$ cat src/rtl/adc_seq_pkg.sv
package adc_seq_pkg;
    localparam int NUM_IN    = 4;
    localparam int NUM_PAIRS = NUM_IN / 2;
    localparam int CH_W      = $clog2(NUM_IN);
    localparam int WORD_W    = CH_W + 4;

    typedef enum logic [1:0] {
        SEQ_MANUAL = 2'b00,
        SEQ_ALT_A  = 2'b01,
        SEQ_ALT_B  = 2'b10,
        SEQ_SWEEP  = 2'b11
    } seq_code_e;

    // packed MSB first: cfg [5:4], seq [3:2], addr [1:0]
    typedef struct packed {
        logic [1:0]      cfg;
        seq_code_e       seq;
        logic [CH_W-1:0] addr;
    } ctrl_word_t;

    typedef struct packed {
        logic            valid;
        logic [CH_W-1:0] chan;
        logic            pair;
    } chan_tag_t;

    function automatic logic is_pair(ctrl_word_t w);
        return w.cfg == 2'b01;
    endfunction

    function automatic logic is_sweep(ctrl_word_t w);
        return w.seq == SEQ_SWEEP;
    endfunction

    function automatic logic [CH_W-1:0] chan_limit(ctrl_word_t w);
        return is_pair(w) ? CH_W'(NUM_PAIRS - 1) : CH_W'(NUM_IN - 1);
    endfunction

    function automatic logic [CH_W-1:0] start_chan(ctrl_word_t w);
        return is_sweep(w) ? '0 : (w.addr & chan_limit(w));
    endfunction

    function automatic logic [CH_W-1:0] step_chan(ctrl_word_t w, logic [CH_W-1:0] cur);
        logic [CH_W-1:0] fin;
        fin = w.addr & chan_limit(w);
        return (cur == fin) ? '0 : CH_W'(cur + 1'b1);
    endfunction
endpackage

$ cat src/rtl/adc_seq_conv_track.sv
module adc_seq_conv_track (
    input  logic clk,
    input  logic rst,
    input  logic conv_start,
    input  logic conv_done,
    output logic busy
);
    always_ff @(posedge clk) begin
        if (rst)
            busy <= 1'b0;
        else if (busy)
            busy <= !conv_done;
        else
            busy <= conv_start;
    end
endmodule

$ cat src/rtl/adc_seq_ctrl_reg.sv
module adc_seq_ctrl_reg
    import adc_seq_pkg::*;
(
    input  logic       clk,
    input  logic       rst,
    input  logic       wr_en,
    input  ctrl_word_t wr_word,
    input  logic       busy,
    input  logic       conv_done,
    output ctrl_word_t active,
    output logic       apply,
    output ctrl_word_t apply_word,
    output logic       pend_valid
);
    ctrl_word_t pend_q;

    always_comb begin
        apply      = busy ? (conv_done && (wr_en || pend_valid)) : wr_en;
        apply_word = wr_en ? wr_word : pend_q;
    end

    always_ff @(posedge clk) begin
        if (rst) begin
            active     <= '0;
            pend_q     <= '0;
            pend_valid <= 1'b0;
        end else begin
            if (apply)
                active <= apply_word;
            if (busy && !conv_done && wr_en) begin
                pend_q     <= wr_word;
                pend_valid <= 1'b1;
            end else if (busy && conv_done) begin
                pend_valid <= 1'b0;
            end
        end
    end
endmodule

$ cat src/rtl/adc_seq_ptr.sv
module adc_seq_ptr
    import adc_seq_pkg::*;
(
    input  logic            clk,
    input  logic            rst,
    input  logic            apply,
    input  ctrl_word_t      apply_word,
    input  ctrl_word_t      active,
    input  logic            busy,
    input  logic            conv_done,
    output logic [CH_W-1:0] sel,
    output chan_tag_t       tag
);
    logic accept_done;
    assign accept_done = busy && conv_done;

    always_ff @(posedge clk) begin
        if (rst) begin
            sel <= '0;
            tag <= '0;
        end else begin
            if (apply)
                sel <= start_chan(apply_word);
            else if (accept_done && is_sweep(active))
                sel <= step_chan(active, sel);

            tag.valid <= accept_done;
            if (accept_done) begin
                tag.chan <= sel;
                tag.pair <= is_pair(active);
            end
        end
    end
endmodule

$ cat src/rtl/adc_chan_seq.sv
module adc_chan_seq
    import adc_seq_pkg::*;
(
    input  logic              clk,
    input  logic              rst,
    input  logic              wr_en,
    input  logic [WORD_W-1:0] wr_data,
    input  logic              conv_start,
    input  logic              conv_done,
    output logic [CH_W-1:0]   mux_sel,
    output logic              mux_pair,
    output logic              done_valid,
    output logic [CH_W-1:0]   done_chan,
    output logic              done_pair
);
    logic       conv_busy;
    logic       apply;
    logic       pend_valid;
    ctrl_word_t active;
    ctrl_word_t apply_word;
    chan_tag_t  tag;

    adc_seq_conv_track u_track (
        .clk        (clk),
        .rst        (rst),
        .conv_start (conv_start),
        .conv_done  (conv_done),
        .busy       (conv_busy)
    );

    adc_seq_ctrl_reg u_ctrl (
        .clk        (clk),
        .rst        (rst),
        .wr_en      (wr_en),
        .wr_word    (ctrl_word_t'(wr_data)),
        .busy       (conv_busy),
        .conv_done  (conv_done),
        .active     (active),
        .apply      (apply),
        .apply_word (apply_word),
        .pend_valid (pend_valid)
    );

    adc_seq_ptr u_ptr (
        .clk        (clk),
        .rst        (rst),
        .apply      (apply),
        .apply_word (apply_word),
        .active     (active),
        .busy       (conv_busy),
        .conv_done  (conv_done),
        .sel        (mux_sel),
        .tag        (tag)
    );

    assign mux_pair   = is_pair(active);
    assign done_valid = tag.valid;
    assign done_chan  = tag.chan;
    assign done_pair  = tag.pair;
endmodule

$ cat config.mk
export PLATFORM = sky130hd
export DESIGN_NAME = adc_chan_seq
export DESIGN_NICKNAME = d
export VERILOG_FILES = /design/src/rtl/adc_seq_pkg.sv /design/src/rtl/adc_seq_conv_track.sv /design/src/rtl/adc_seq_ctrl_reg.sv /design/src/rtl/adc_seq_ptr.sv /design/src/rtl/adc_chan_seq.sv
export SDC_FILE = /design/constraint.sdc
export NUM_CORES = 1
export LEC_CHECK = 0
export BUFFER_PORTS_ARGS = -buffer_cell sky130_fd_sc_hd__clkbuf_2
export CORE_AREA = 5 5 48 50
export DETAILED_ROUTE_END_ITERATION = 12
export DIE_AREA = 0 0 53 55
export PLACE_DENSITY = 0.78
export SLEW_MARGIN = 15
export SYNTH_ARGS = -nofsm -noshare
export SYNTH_HDL_FRONTEND = slang
export SYNTH_HIERARCHICAL = 1
export SYNTH_SLANG_ARGS = --single-unit
$ cat constraint.sdc
create_clock -name clk -period 4.4 [get_ports clk]
set_clock_uncertainty 0.05 [all_clocks]
set_input_delay 0.88 -clock clk [delete_from_list [all_inputs] [get_ports clk]]
set_output_delay 0.88 -clock clk [all_outputs]
set_load 0.01 [all_outputs]
After elaboration in Yosys (flattened, before gate mapping)
Cells that the tools add are included.
{"block": "totals", "regBits": 20, "out_inout_bits": 7, "elab_cells": 40}
{"block": "classes", "n_addsub": 1, "n_eq_ne": 5, "n_mux": 11, "bitwise": 2, "reduce_logical": 9}
{"cell": "$mux 2", "count": 6}
{"cell": "$mux 6", "count": 1}
{"cell": "$logic_and 1x1->1", "count": 5}
{"cell": "$and 2x2->2", "count": 2}
{"cell": "$eq 2x1->1 const B", "count": 2}
{"cell": "$eq 2x2->1 const B", "count": 2}
{"cell": "$mux 1", "count": 4}
{"cell": "$reduce_bool 2->1", "count": 2}
{"cell": "$add 2x1->2 const B", "count": 1}
{"cell": "$eq 2x2->1", "count": 1}
{"cell": "$logic_not 1->1", "count": 1}
{"cell": "$logic_or 1x1->1", "count": 1}

Depth between registers and ports, before layout
Gate-level depths: netlist of run 1.
{"block": "logic_depth", "depth_word": 7, "ltp_mapped": 8, "depth_no_buf": 6}

Modules after synthesis
The synthesis of run 1 kept the hierarchy.
{"mod": "adc_seq_ctrl_reg", "instances": 1, "cells_each": 61, "area_per_inst_um2": 596.8, "seq_area_each_um2": 260.2}
{"mod": "adc_seq_ptr", "instances": 1, "cells_each": 38, "area_per_inst_um2": 314.1, "seq_area_each_um2": 120.1}
{"mod": "adc_seq_conv_track", "instances": 1, "cells_each": 4, "area_per_inst_um2": 48.8, "seq_area_each_um2": 20.0}
{"mod": "adc_chan_seq", "instances": 1, "cells_each": 1, "area_per_inst_um2": 13.8, "seq_area_each_um2": 0.0}

Least setup slack after synthesis of run 1
OpenSTA, ideal clock, no wires.
{"block": "synth_path", "kind": "input to register", "startpoint": "input wr_en", "endpoint": "register u_ptr.sel[0]", "arrival_ps": 1851, "required_time_ps": 4225, "setup_slack_ps": 2374, "path_stages": 7, "n_path_buf": 1, "cell_sequence": "buf_6 > a21oi_2 > nor2_1 > a41oi_2 > nor3_2 > o31ai_1 > a21oi_1"}
{"block": "synth_via", "elab_chain_cells": 4, "elab_cells_between_ends": 9}
{"element": "start: declaration", "line_no": "adc_chan_seq.sv:6", "source": "input logic wr_en,"}
{"element": "$logic_or 1x1->1", "line_no": "adc_seq_ctrl_reg.sv:18", "source": "apply = busy ? (conv_done && (wr_en || pend_valid)) : wr_en;"}
{"element": "$logic_and 1x1->1", "line_no": "adc_seq_ctrl_reg.sv:18"}
{"element": "$mux 1 *", "line_no": "adc_seq_ctrl_reg.sv:18"}
{"element": "named net apply", "line_no": "adc_chan_seq.sv:17", "source": "logic apply;"}
{"element": "$mux 2 / $reduce_bool 2->1 (equally long branches)"}
{"element": "end signal: assignment", "line_no": "adc_seq_ptr.sv:23", "source": "sel <= start_chan(apply_word);"}
{"element": "end signal: assignment", "line_no": "adc_seq_ptr.sv:25", "source": "sel <= step_chan(active, sel);"}
{"element": "end: declaration", "line_no": "adc_seq_ptr.sv:11", "source": "output logic [CH_W-1:0] sel,"}
Mark *: on every way through the listed nets, which the timed path passes. The rest lies on a longest branch.
A chain may end at the register's enable or synchronous reset.

Final worst setup path of run 1
{"block": "layout_path", "startpoint": "input conv_done", "endpoint": "register u_ptr.sel[0]"}
{"block": "layout_via", "elab_chain_cells": 3, "elab_cells_between_ends": 6}
{"element": "start: declaration", "line_no": "adc_chan_seq.sv:9", "source": "input logic conv_done,"}
{"element": "$logic_and 1x1->1 *", "line_no": "adc_seq_ctrl_reg.sv:18"}
{"element": "$mux 1 *", "line_no": "adc_seq_ctrl_reg.sv:18"}
{"element": "named net apply", "line_no": "adc_chan_seq.sv:17"}
{"element": "$mux 2 / $reduce_bool 2->1 (equally long branches)"}
Marked as above.

==> results.md, run 1 <==
* Final Critical Period at 2.16 ns
* DRC at 0
* Tot GR Track Use at 0.145
* CTS resizes at 0
* First-pass DRT Iterations at 4
* Crit-path cells: clkbuf_2 -> nor2b_1 -> nor2_1 -> a41oi_2 -> nor3_2 -> o31ai_1 -> a21oi_1
* Final Slew Violations at 0
* Detailed placer's ending HPWL at 1.46 mm
* Post-CTS Setup Repair Bufs at 0
* Total power at 0.360 mW
* Final WL at 1.92 mm
* Async S/R FF share, synth at 0
* Root Buffer: clkbuf_4
* Routability cong. at 0.851
* Port Buffers at 17
* Worst EP required at 4.52 ns
* Initial DRC count at 16
* # setup viols final at 0
* Commonest cells after routing, fill and taps aside: dfxtp_1 (20), clkbuf_2 (17), nor2_1 (12), nor3_1 (12), a21oi_1 (11)
* Relative max-transition margin at 0.677
* Final Hold Viols at 0
* RSZ-0062 raised after global routing: false
* Setup TNS at 0 ns
* Diode count at 0
* Post-Synthesis Cells at 104
* First-pass GRT wire length at 3.07 mm
* Final period util at 0.491
* Sink Count at 20
* Psw at 0.0938 mW
* # hold bufs at CTS at 0
* Vias in the first global route at 745
* Top FF cell, synth: dfxtp_1
* Total grt overflow at 0
* Layout cell share with drive strength beyond 1 at 0.298
* Crit path max fanout at 9
* Max Fclk at 0.462 GHz
* Top-area cell type share of the netlist area at 0.411
* Peak VDD IR at 0.000177 V
* Post-DRT Antenna Nets at 0
* Area growth from synthesis to layout at 12.7%
* Avg Inst Size Synth at 9.36 um2
* Num rows at 16
* Flop pwr share at 0.554
* I/O pin count at 18
* Initial Utilization at 0.523
* Status: completed
* Sequential share of the synthesized area at 0.411
* NumNets Final at 133
* Area contributors post-synth: dfxtp_1 (41%), mux2i_1 (6.2%), nor3_1 (6.2%)
* Worst setup SP type: input pin
* WP data arrival at 2.29 ns
* H-tree levels at 1
* Switching Fraction at 0.261
* Critical setup path kind: input pin to flop
* Synthesis-stage register bit count at 20
* Mapped Area at 973 um2
* Initial antenna violation count at 0
* Via count at 800
* CP delay by family, top: simple AND/OR/NAND/NOR gates
* Number of synthesized flops with an enable pin at 0
* Commonest non-fill, non-tap cell in the layout: dfxtp_1
* Syn. warnings at 6
* Drt via density at 5.41
* Pleak at 0.473 nW
* Mapped Nets at 115
* Max cap viols at 0
* Worst-Skew Late Latency at 0.29 ns
* Yosys top cell by area: dfxtp_1
* CTS Buffer Depth at 2
* Worst-margin pin slew at 0.484 ns
* Vert. Die Dim at 55 um
* CTS tree: done
* Distinct cells, synth at 32
* Number of buffers and inverters on the critical path at 1
* Clock-pin slew on the worst setup and hold paths at 0.11 ns
* Worst hold slack at 0.416 ns
* Int Pwr at 0.266 mW
* TritonCTS buffer count at 3
* Die extent in x at 53 um
* Largest net degree at the start of global routing at 22
* Core area at 1860 um2
* CP max-delay cell: nor2b_1
* Critical path's largest stage delay at 0.42 ns
* Hold crit path type: flop to flop
* Clock share of power at 0.289
* Drt wl/cell at 13.0 um
* Combinational power share at 0.156
* Die footprint at 2920 um2
* PwrDens at 328 nW/um2
* CP Capture Type: flop
[layer usage]
metal,part of all wire,global-route usage,vias to the layer above
li1,-,-,412
met5,0,0,-
met2,0.48,0.262,19
met4,0.0052,0.0383,0
met1,0.46,0.164,367
met3,0.056,0.0483,2
[registers in the layout, summed over array words and instances, names as in the netlist]
register and flops:
u_ctrl/pend_valid 1, u_ctrl/active 6, u_ptr/sel 2, u_track/busy 1, u_ptr/tag 4, u_ctrl/pend_q 6
[path summary, 6_finish.rpt]
path	from	to	slack (ns)	cells past startpoint
setup reg to reg	u_track/busy$_SDFF_PP0_	u_ptr/sel[0]$_SDFFE_PP0P_	2.30	6
hold reg to reg	u_ptr/tag[2]$_SDFFE_PP0P_	u_ptr/tag[2]$_SDFFE_PP0P_	0.42	2
setup / recovery	conv_done	u_ptr/sel[0]$_SDFFE_PP0P_	2.24	7
hold / removal	u_ptr/tag[2]$_SDFFE_PP0P_	u_ptr/tag[2]$_SDFFE_PP0P_	0.42	2
[worst min-delay path: stages (launching register included)]
cell and delay, ns:
dfxtp_1 0.33, nand2_1 0.05, a21oi_1 0.05
[kinds of logic after synthesis]
kind of cell,share of synthesized area
AND/OR/NAND/NOR,0.233
flip-flops,0.411
multiplexers,0.135
AO/OA/AOI/OAI,0.181
buffers and inverters,0.0398
[per-stage QoR]
stage                     std cells  setup slack, ns  utilization  area [um2]
after floorplan                 104             2.37            -         973
after global placement          144             2.12        0.570        1060
after detailed placement        144             2.01        0.570        1060
after CTS                       148             2.30        0.589        1100
after global routing            148             2.17        0.589        1100
final                           148             2.24        0.589        1100
[power groups by stage]
stage | logic [mW] | registers (mW) | clock network (mW)
2_1_floorplan | 0.0418 | 0.201 | 0
3_3_place_gp | 0.0537 | 0.203 | 0
3_5_place_dp | 0.0557 | 0.203 | 0
4_1_cts | 0.0560 | 0.199 | 0.107
5_1_grt | 0.0620 | 0.201 | 0.115
6_report | 0.0562 | 0.199 | 0.104
[area by class of cell]
| class | instances | area, um2 |
|---|---|---|
| fill | 162 | 764 |
| multi-input combinational | 78 | 534 |
| sequential | 20 | 400 |
| timing repair buffer | 17 | 85.1 |
| clock buffer | 4 | 36.3 |
| tap | 27 | 33.8 |
| inverter | 2 | 7.51 |
[Yosys cell counts, types with 2 or more instances]
cell,number
dfxtp_1,20
nor2_1,12
nor3_1,12
a21oi_1,11
mux2i_1,6
mux2_2,5
nand2_1,4
nand2b_1,3
nor2b_1,3
a21oi_2,2
buf_6,2
inv_1,2
nand3_1,2
nor3_2,2
(Power assumes the default switching activity.)
==> inputs of run 2 (changes only) <==
- ABC_AREA: not set -> 1
- CORE_AREA: 5 5 48 50 -> 5 5 50 52
- DIE_AREA: 0 0 53 55 -> 0 0 55 57
- PLACE_DENSITY: 0.78 -> 0.74
- clock period: 4.4 -> 2.24 ns (I/O delays scaled with it)
==> run 2 against run 1 <==
Effect of this change: die area grew 7.5%; synthesized area grew 4.6%; non-clock buffer count grew 1; sequential share of layout area shrank 2.0 points; global-route usage grew 0.22 points; worst setup slack lost 1.5 ns; combinational power grew 140%; final cell count grew 39%; highest routed layer unchanged.
==> results.md, run 2 <==
* Core area at 2060 um2 (+11%)
* Mapped Area at 1020 um2 (+4.6%)
* Mapped Nets at 170 (+48%)
* Switching Fraction at 0.278 (+0.0171)
* Die extent in x at 55 um (+3.8%)
* Commonest cells after routing, fill and taps aside: nand2_1 (47), inv_1 (29), dfxtp_1 (20), clkbuf_2 (17), nor2_1 (15)
* I/O pin count at 18 (unchanged)
* TritonCTS buffer count at 3 (unchanged)
* Final WL at 2.02 mm (+5.3%)
* Syn. warnings at 6 (unchanged)
* Avg Inst Size Synth at 6.41 um2 (-32%)
* Final instance area at 1160 um2 (+5.7%)
* Layout cell share with drive strength beyond 1 at 0.174 (-0.123)
* CP Capture Type: flop
* First-pass GRT wire length at 3.44 mm (+12%)
* Status: completed
* Via count at 965 (+21%)
* H-tree levels at 1 (unchanged)
* Port Buffers at 17 (unchanged)
* Peak VDD IR at 0.000394 V (+120%)
* Max Fclk at 0.650 GHz
* CTS resizes at 0 (unchanged)
* Worst EP required at 2.40 ns (-2.12 ns)
* Crit path max fanout at 9 (unchanged)
* Num rows at 17 (+1)
* Top FF cell, synth: dfxtp_1
* CTS tree: done
* Critical setup path kind: flop to flop
* Die footprint at 3140 um2 (+7.5%)
* Post-CTS Setup Repair Bufs at 0 (unchanged)
* Combinational power share at 0.183 (+0.027)
* Total power at 0.729 mW (+100%)
* Number of synthesized flops with an enable pin at 0 (unchanged)
* # hold bufs at CTS at 0 (unchanged)
* Pleak at 0.604 nW (+28%)
* Synthesis-stage register bit count at 20 (unchanged)
* Async S/R FF share, synth at 0 (unchanged)
* Worst-margin pin slew at 0.278 ns (-0.206 ns)
* Detailed placer's ending HPWL at 1.58 mm (+8.7%)
* Drt via density at 4.68 (-13%)
* PwrDens at 628 nW/um2 (+92%)
* Vert. Die Dim at 57 um (+3.6%)
* Clock share of power at 0.280 (-0.009)
* Initial Utilization at 0.494 (-0.0292)
* Area contributors post-synth: dfxtp_1 (39%), nand2_1 (17%), inv_1 (11%)
* DP Area at 1120 um2 (+5.9%)
* Relative max-transition margin at 0.815 (+0.138)
* Tot GR Track Use at 0.147 (+0.00222)
* Largest registers: u_ctrl/active x6, u_ctrl/pend_q x6, u_ptr/tag x4
* Final period util at 0.687
* Sequential share of the synthesized area at 0.393 (-0.0182)
* Drt wl/cell at 9.81 um (-24%)
* Hold crit path type: input pin to flop
* Final Slew Violations at 0 (unchanged)
* Root Buffer: clkbuf_4
* Worst-Skew Late Latency at 0.29 ns (about the same)
* Int Pwr at 0.526 mW (+98%)
* Largest net degree at the start of global routing at 15 (-32%)
* Psw at 0.202 mW (+120%)
* Flop pwr share at 0.536 (-0.018)
* Diode count at 0 (unchanged)
* DRC at 0 (unchanged)
* Clock-pin slew on the worst setup and hold paths at 0.10 ns (about the same)
* Commonest non-fill, non-tap cell in the layout: nand2_1
* Post-DRT Antenna Nets at 0 (unchanged)
* Distinct cells, synth at 22 (-31%)
* Setup TNS at 0 ns (unchanged)
* Post-Synthesis Cells at 159 (+53%)
* WP data arrival at 1.70 ns (-0.59 ns)
* Top-area cell type share of the netlist area at 0.393 (-0.0182)
* Final Critical Period at 1.54 ns
* Yosys top cell by area: dfxtp_1
* Total grt overflow at 0 (unchanged)
* Initial antenna violation count at 0 (unchanged)
* NumNets Final at 190 (+43%)
* Worst setup SP type: flop
* First-pass DRT Iterations at 4 (unchanged)
* Most common library cells after synthesis: nand2_1 (47), inv_1 (29), dfxtp_1 (20), nor2_1 (15)
* Sink Count at 20 (unchanged)
* Most common cell in the netlist: nand2_1
* Initial DRC count at 20 (+4)
* Area growth from synthesis to layout at 13.9%
* Vias in the first global route at 875 (+17%)
* Routability cong. at 0.858 (+0.92%)
* CTS Buffer Depth at 2 (unchanged)
* Max cap viols at 0 (unchanged)
* Final Hold Viols at 0 (unchanged)
* # setup viols final at 0 (unchanged)
* RSZ-0062 raised after global routing: false
-- run 2: changes by cell type after synthesis, moves of 5 or more --
cell | before | now
nand2_1 | 4 | 47
nand3_1 | 2 | 11
nand4_1 | 0 | 6
mux2i_1 | 6 | 0
mux2_2 | 5 | 0
nor3_1 | 12 | 1
inv_1 | 2 | 29
-- run 2: path summary, 6_finish.rpt --
kind	to	startpoint	slack (ns)	depth (start not counted)
worst max register to register	u_ptr/sel[0]$_SDFFE_PP0P_	u_track/busy$_SDFF_PP0_	0.70	9
worst max-delay path	u_ptr/sel[0]$_SDFFE_PP0P_	u_track/busy$_SDFF_PP0_	0.70	9
worst min register to register	u_ctrl/pend_q[1]$_SDFFE_PP0P_	u_ctrl/pend_q[1]$_SDFFE_PP0P_	0.42	2
worst min-delay path	u_track/busy$_SDFF_PP0_	conv_start	0.33	3
-- run 2: cell type report --
| cell class | instances | area, um2 |
|---|---|---|
| tap | 28 | 35.0 |
| multi-input combinational | 104 | 473 |
| sequential | 20 | 400 |
| inverter | 32 | 123 |
| fill | 231 | 903 |
| timing repair buffer | 18 | 92.6 |
| clock buffer | 4 | 36.3 |
-- run 2: layer usage --
metal / vias to the layer above / global-route usage / wire, um
met3: 6 / 0.0261 / 85
met5: - / 0 / 0
met4: 0 / 0.0903 / 51
met1: 415 / 0.180 / 913
li1: 525 / - / -
met2: 19 / 0.233 / 971
-- run 2: metrics by stage --
stage	instances	utilization	hold WS [ns]	worst slack (ns)
after floorplan	159	-	0.391	0.781
after global placement	202	0.545	0.402	0.544
after detailed placement	202	0.545	0.408	0.457
after CTS	206	0.562	0.317	0.701
after global routing	206	0.562	0.342	0.564
final	206	0.562	0.332	0.701
-- run 2: critical path, stage by stage, from the launching register on --
cell	delay [ns]
dfxtp_1	0.42
buf_4	0.19
nand2_2	0.11
nand2_2	0.12
inv_4	0.06
inv_2	0.05
o21ai_1	0.10
or2_1	0.23
nand3_1	0.08
inv_1	0.04
-- run 2: cell families after synthesis --
logic type      count (synthesis)  synth area share
flops                          20             0.393
simple gates                   86             0.366
buf+inv                        35             0.143
compound gates                 17            0.0897
xor+xnor                        1           0.00860
-- run 2: power by group through the flow --
| stage | Sequential (mW) | Clock (mW) | Combinational [mW] |
|---|---|---|---|
| 5_1_grt | 0.394 | 0.232 | 0.154 |
| 3_5_place_dp | 0.400 | 0 | 0.134 |
| 6_report | 0.391 | 0.204 | 0.134 |
| 4_1_cts | 0.391 | 0.214 | 0.134 |
| 2_1_floorplan | 0.400 | 0 | 0.0956 |
| 3_3_place_gp | 0.399 | 0 | 0.130 |
